**src/rtl/ivt_timer3.sv**
```systemverilog
module ivt_timer3 (
  input  logic       clk,
  input  logic       rst_n,
  input  logic       cnt_en,
  input  logic       wr_en,
  input  logic       rd_en,
  input  logic [1:0] addr,
  input  logic [7:0] wdata,
  output logic [7:0] rdata,
  output logic [2:0] tmr_out
);
  localparam int NCH = 3;

  logic [15:0] cnt [NCH];
  logic [15:0] reload [NCH];
  logic [15:0] hold [NCH];
  logic [7:0]  lo_stage [NCH];
  logic [2:0]  mode [NCH];
  logic [1:0]  acc [NCH];
  logic [NCH-1:0] bcd, wr_hi, rd_hi, latched, run;

  logic [NCH-1:0] sel_ctl, sel_lat, sel_wr, sel_rd, load_now, impl;
  logic [15:0] load_val [NCH];
  logic [15:0] dn [NCH];
  logic [16:0] halfv [NCH];

  function automatic logic [15:0] dec_val(input logic [15:0] v, input logic b);
    logic [15:0] r;
    logic borrow;
    if (!b) return v - 16'd1;
    r = v;
    borrow = 1'b1;
    for (int d = 0; d < 4; d++)
      if (borrow) begin
        if (r[d*4 +: 4] == 4'd0) r[d*4 +: 4] = 4'd9;
        else begin
          r[d*4 +: 4] = r[d*4 +: 4] - 4'd1;
          borrow = 1'b0;
        end
      end
    return r;
  endfunction

  function automatic logic [16:0] to_bin(input logic [15:0] v, input logic b);
    if (v == 16'd0) return b ? 17'd10000 : 17'd65536;
    if (!b) return {1'b0, v};
    return 17'(v[15:12]) * 17'd1000 + 17'(v[11:8]) * 17'd100 +
           17'(v[7:4]) * 17'd10 + 17'(v[3:0]);
  endfunction

  always_comb begin
    for (int i = 0; i < NCH; i++) begin
      sel_ctl[i] = wr_en && addr == 2'd3 && wdata[7:6] == 2'(i) && wdata[5:4] != 2'b00;
      sel_lat[i] = wr_en && addr == 2'd3 && wdata[7:6] == 2'(i) && wdata[5:4] == 2'b00;
      sel_wr[i]  = wr_en && addr == 2'(i);
      sel_rd[i]  = rd_en && addr == 2'(i);
      impl[i]    = mode[i] == 3'd0 || mode[i] == 3'd2 || mode[i] == 3'd3;
      case (acc[i])
        2'b01:   begin load_val[i] = {8'h00, wdata};       load_now[i] = sel_wr[i]; end
        2'b10:   begin load_val[i] = {wdata, 8'h00};       load_now[i] = sel_wr[i]; end
        default: begin load_val[i] = {wdata, lo_stage[i]}; load_now[i] = sel_wr[i] && wr_hi[i]; end
      endcase
      dn[i]    = dec_val(cnt[i], bcd[i]);
      halfv[i] = to_bin(reload[i], bcd[i]) >> 1;
    end
  end

  always_comb begin
    logic [15:0] src;
    rdata = 8'h00;
    src   = 16'h0000;
    for (int i = 0; i < NCH; i++)
      if (addr == 2'(i)) begin
        src = latched[i] ? hold[i] : cnt[i];
        case (acc[i])
          2'b01:   rdata = src[7:0];
          2'b10:   rdata = src[15:8];
          default: rdata = rd_hi[i] ? src[15:8] : src[7:0];
        endcase
      end
  end

  always_ff @(posedge clk or negedge rst_n) begin
    if (!rst_n) begin
      for (int i = 0; i < NCH; i++) begin
        cnt[i] <= '0; reload[i] <= '0; hold[i] <= '0; lo_stage[i] <= '0;
        mode[i] <= 3'b001; acc[i] <= 2'b11;
      end
      bcd <= '0; wr_hi <= '0; rd_hi <= '0; latched <= '0; run <= '0;
      tmr_out <= '1;
    end else begin
      for (int i = 0; i < NCH; i++) begin
        if (sel_ctl[i]) begin
          mode[i]    <= wdata[3:1];
          bcd[i]     <= wdata[0];
          acc[i]     <= wdata[5:4];
          wr_hi[i]   <= 1'b0;
          rd_hi[i]   <= 1'b0;
          latched[i] <= 1'b0;
          run[i]     <= 1'b0;
          tmr_out[i] <= wdata[3:1] != 3'd0;
        end else begin
          if (sel_rd[i]) begin
            if (acc[i] == 2'b11) rd_hi[i] <= ~rd_hi[i];
            if (acc[i] != 2'b11 || rd_hi[i]) latched[i] <= 1'b0;
          end
          if (sel_lat[i] && !latched[i]) begin
            hold[i]    <= cnt[i];
            latched[i] <= 1'b1;
            rd_hi[i]   <= 1'b0;
          end
          if (sel_wr[i] && acc[i] == 2'b11 && !wr_hi[i]) begin
            lo_stage[i] <= wdata;
            wr_hi[i]    <= 1'b1;
          end
          if (load_now[i]) begin
            reload[i]  <= load_val[i];
            cnt[i]     <= load_val[i];
            run[i]     <= impl[i];
            wr_hi[i]   <= 1'b0;
            tmr_out[i] <= mode[i] != 3'd0;
          end else if (run[i] && cnt_en) begin
            case (mode[i])
              3'd0: begin
                cnt[i] <= dn[i];
                if (cnt[i] == 16'd1) tmr_out[i] <= 1'b1;
              end
              3'd2:
                if (cnt[i] == 16'd1) begin
                  cnt[i] <= reload[i]; tmr_out[i] <= 1'b0;
                end else begin
                  cnt[i] <= dn[i]; tmr_out[i] <= 1'b1;
                end
              3'd3:
                if (cnt[i] == 16'd1) begin
                  cnt[i] <= reload[i]; tmr_out[i] <= 1'b1;
                end else begin
                  cnt[i] <= dn[i]; tmr_out[i] <= to_bin(dn[i], bcd[i]) > halfv[i];
                end
              default: ;
            endcase
          end
        end
      end
    end
  end

  logic [47:0] cnt_flat, hold_flat;
  logic [8:0]  mode_flat;
  assign cnt_flat  = {cnt[2], cnt[1], cnt[0]};
  assign hold_flat = {hold[2], hold[1], hold[0]};
  assign mode_flat = {mode[2], mode[1], mode[0]};
endmodule

```
**config.mk**
```make
export PLATFORM = sky130hd
export DESIGN_NAME = ivt_timer3
export DESIGN_NICKNAME = d
export VERILOG_FILES = /design/src/rtl/ivt_timer3.sv
export SDC_FILE = /design/constraint.sdc
export NUM_CORES = 1
export LEC_CHECK = 0
export BUFFER_PORTS_ARGS = -buffer_cell sky130_fd_sc_hd__clkbuf_2
export CORE_UTILIZATION = 40
export CTS_CLUSTER_SIZE = 20
export DETAILED_ROUTE_END_ITERATION = 8
export SLEW_MARGIN = 10
export SYNTH_ARGS = -nofsm -noshare
export SYNTH_HDL_FRONTEND = slang
export SYNTH_SLANG_ARGS = --single-unit
```
**constraint.sdc**
```tcl
create_clock -name clk -period 8.4 [get_ports clk]
set_input_delay 0.84 -clock clk [delete_from_list [all_inputs] [get_ports clk]]
set_output_delay 0.84 -clock clk [all_outputs]
set_load 0.01 [all_outputs]
```
==> flow_summary.toml <==
[timing]
hold_violations = 0
relSlewSlack = 0.258
rsz0062_at_grt = "no"
layout_min_cycle_time_ps = 7840
fin_skew_ps = 19.0
finalCritPeriodShare = 0.934
slew_violations = 0
fmax_mhz = 127
setup-tns-final_ps = 0
worstMarginPinSlew_ps = 1100
finalSetupViolations = 0

[synthesis]
syn_nets = 3327
synth_cells = 2819
synthTopCellsByArea = "ha_1 (20%), dfrtp_1 (20%), fa_1 (8.4%)"
ys_warn_count = 0
ys_types = 80
yosysTopAreaCell = "ha_1"
synth.top_cell.area_share = 0.202
syn_area_um2 = 24200
ys_ff_latch = 201
async_flop_share = 1.00
avgSynthCellArea_um2 = 8.59
synth-edff-count = 0
seq_area_frac_synth = 0.208
synth_ff_type = "dfrtp_1"

[route]
drt_iter0_markers = 1552
dr_total_vias = 20205
drtAntennaViolNets = 0
highest_layer = "met4"
vias_per_cell = 5.68
routed-wl-met3_mm = 3.69
firstDrtPassIters = 7
wl_met2_mm = 30.7
wl_met1_mm = 31.1
wl_per_cell_um = 18.8
post-route-drc-count = 0
drt-total-wl_mm = 66.9

[die]
die_h_um = 248
coreArea_um2 = 59500
fp-row-count = 89
fp.dieW_um = 248
design.die.area_um2 = 61500
start_util = 0.407
pin_count = 26

[grt]
antenna_found_initial = 0
grt_use_total = 0.217
grt_max_degree = 74
grt_remaining_overflow = 0
grt_pass1_wl_mm = 107
first_global_vias = 19578

[critical_path]
worstSetupPathType = "flop to flop"
end_kind = "flop"
critPathSlowestCell = "or4_1"
crit_path_max_incr_delay_ps = 620
worst-path-buf-inv = 2
cp.depth = 27
r2r_slack_ps = 560
rr_startpoint = "cnt[27]$_DFFE_PN0P_"
crit_path_frequent_cell = "ha_1"
rr_worst_depth = 27
endpoint = "tmr_out[1]$_DFFE_PN1P_"
critPathMaxFanout = 9
arrival_ps = 8270
critPathRequiredTime_ps = 8830
reg2reg_to = "tmr_out[1]$_DFFE_PN1P_"
critPathLaunch = "cnt[27]$_DFFE_PN0P_"
start_kind = "flop"
cpLargestDelayFamily = "adder cells"

[run]
cap_viol_max_count = 0

[cells_and_area]
nets = 3272
area_growth_syn_to_layout_pct = 6.64
diodes = 0
final_layout_size_suffix_gt1_frac = 0.0820

[clocking]
cts_hold_buf = 0
cts_setup_buffers = 0
clock_latency_ps = 530
cts_tree = "done"
post_cts_resized = 0
root_buffer = "clkbuf_16"
clk_pin_slew_ps = 60
numCtsBuffers = 24
clock_path_buffers = 3
cts_sinks = 201
htreeDepth = 1

[hold_path]
hold_class = "input pin to async pin"

[place]
place_congestion = 0.956
portBuffers = 25
dpl.hpwl_mm = 52.9

[outcome]
outcome = "completed"
layout by cell type, fill, tap and decap left out, types with 48 or more instances in the layout:
cell type and instances:
a21o_1 48, fa_1 102, inv_1 265, mux2_2 93, xor2_1 51, o21ai_0 157
xnor2_1 103, nor3_1 52, nand2_1 257, ha_1 391, a21oi_1 180, dfrtp_1 189
nor2_1 241, mux2i_1 69
sequential cells by signal, indices dropped and copies added, names as in the netlist:
signal / count
cnt: 48
hold: 48
reload: 48
lo_stage: 24
mode: 9
acc: 6
bcd: 3
latched: 3
rd_hi: 3
run: 3
tmr_out: 3
wr_hi: 3
layer usage:
layer,vias up,track usage
met5,-,0
met2,556,0.348
met4,0,0.0447
met3,88,0.0235
li1,9730,-
met1,9831,0.313
Yosys cell counts, drive strengths merged, types with 27 or more instances:
master	n
dfrtp	189
nor3	52
buf	30
a21o	48
ha	391
nand3	37
inv	266
clkbuf	108
mux2	93
nand2	257
xnor2	103
a211oi	37
o211ai	31
fa	102
nor2	241
a31oi	27
o21ai	162
mux2i	70
a21oi	180
xor2	51
worst min-delay path by stage:
stage / start / to / slack, ps
after CTS: rst_n / cnt[15]$_DFFE_PN0P_ / 320
final: rst_n / cnt[15]$_DFFE_PN0P_ / 300
after detailed placement: hold[16]$_DFFE_PN0P_ / hold[16]$_DFFE_PN0P_ / 470
after global routing: rst_n / cnt[15]$_DFFE_PN0P_ / 330
after floorplan: hold[0]$_DFFE_PN0P_ / hold[0]$_DFFE_PN0P_ / 450
after global placement: hold[17]$_DFFE_PN0P_ / hold[17]$_DFFE_PN0P_ / 470
area by class of cell:
cell class	count	area, µm²
tap	773	967
sequential	201	5040
clock inverter	9	124
clock buffer	35	702
multi-input combinational	2213	17600
inverter	267	1000
timing repair buffer	57	374
fill	5931	33600
logic make-up (layout without fill, tap and decap cells):
| family | count (synthesis) | count (layout) | synth area share |
|---|---|---|---|
| compound gates | 638 | 638 | 0.164 |
| xor+xnor | 154 | 154 | 0.0557 |
| fa+ha+maj | 493 | 493 | 0.286 |
| buf+inv | 405 | 368 | 0.0654 |
| flops | 201 | 201 | 0.208 |
| mux | 163 | 163 | 0.0727 |
| simple gates | 765 | 765 | 0.148 |
metrics by stage:
step                instance area [µm²]  setup slack, ps  cells  hold slack (ps)  utilization
finish                            25800              556   3555              296        0.434
CTS                               25800              610   3555              321        0.434
global route                      25800             81.8   3555              329        0.434
detailed placement                25000              647   3511              470        0.420
global placement                  25000              783   3511              467        0.420
floorplan                         24200             1140   2819              450            -
Power is left out: the tool's default activity adds up to more than one toggle a clock period on the data nets, which glitch-free logic cannot reach.
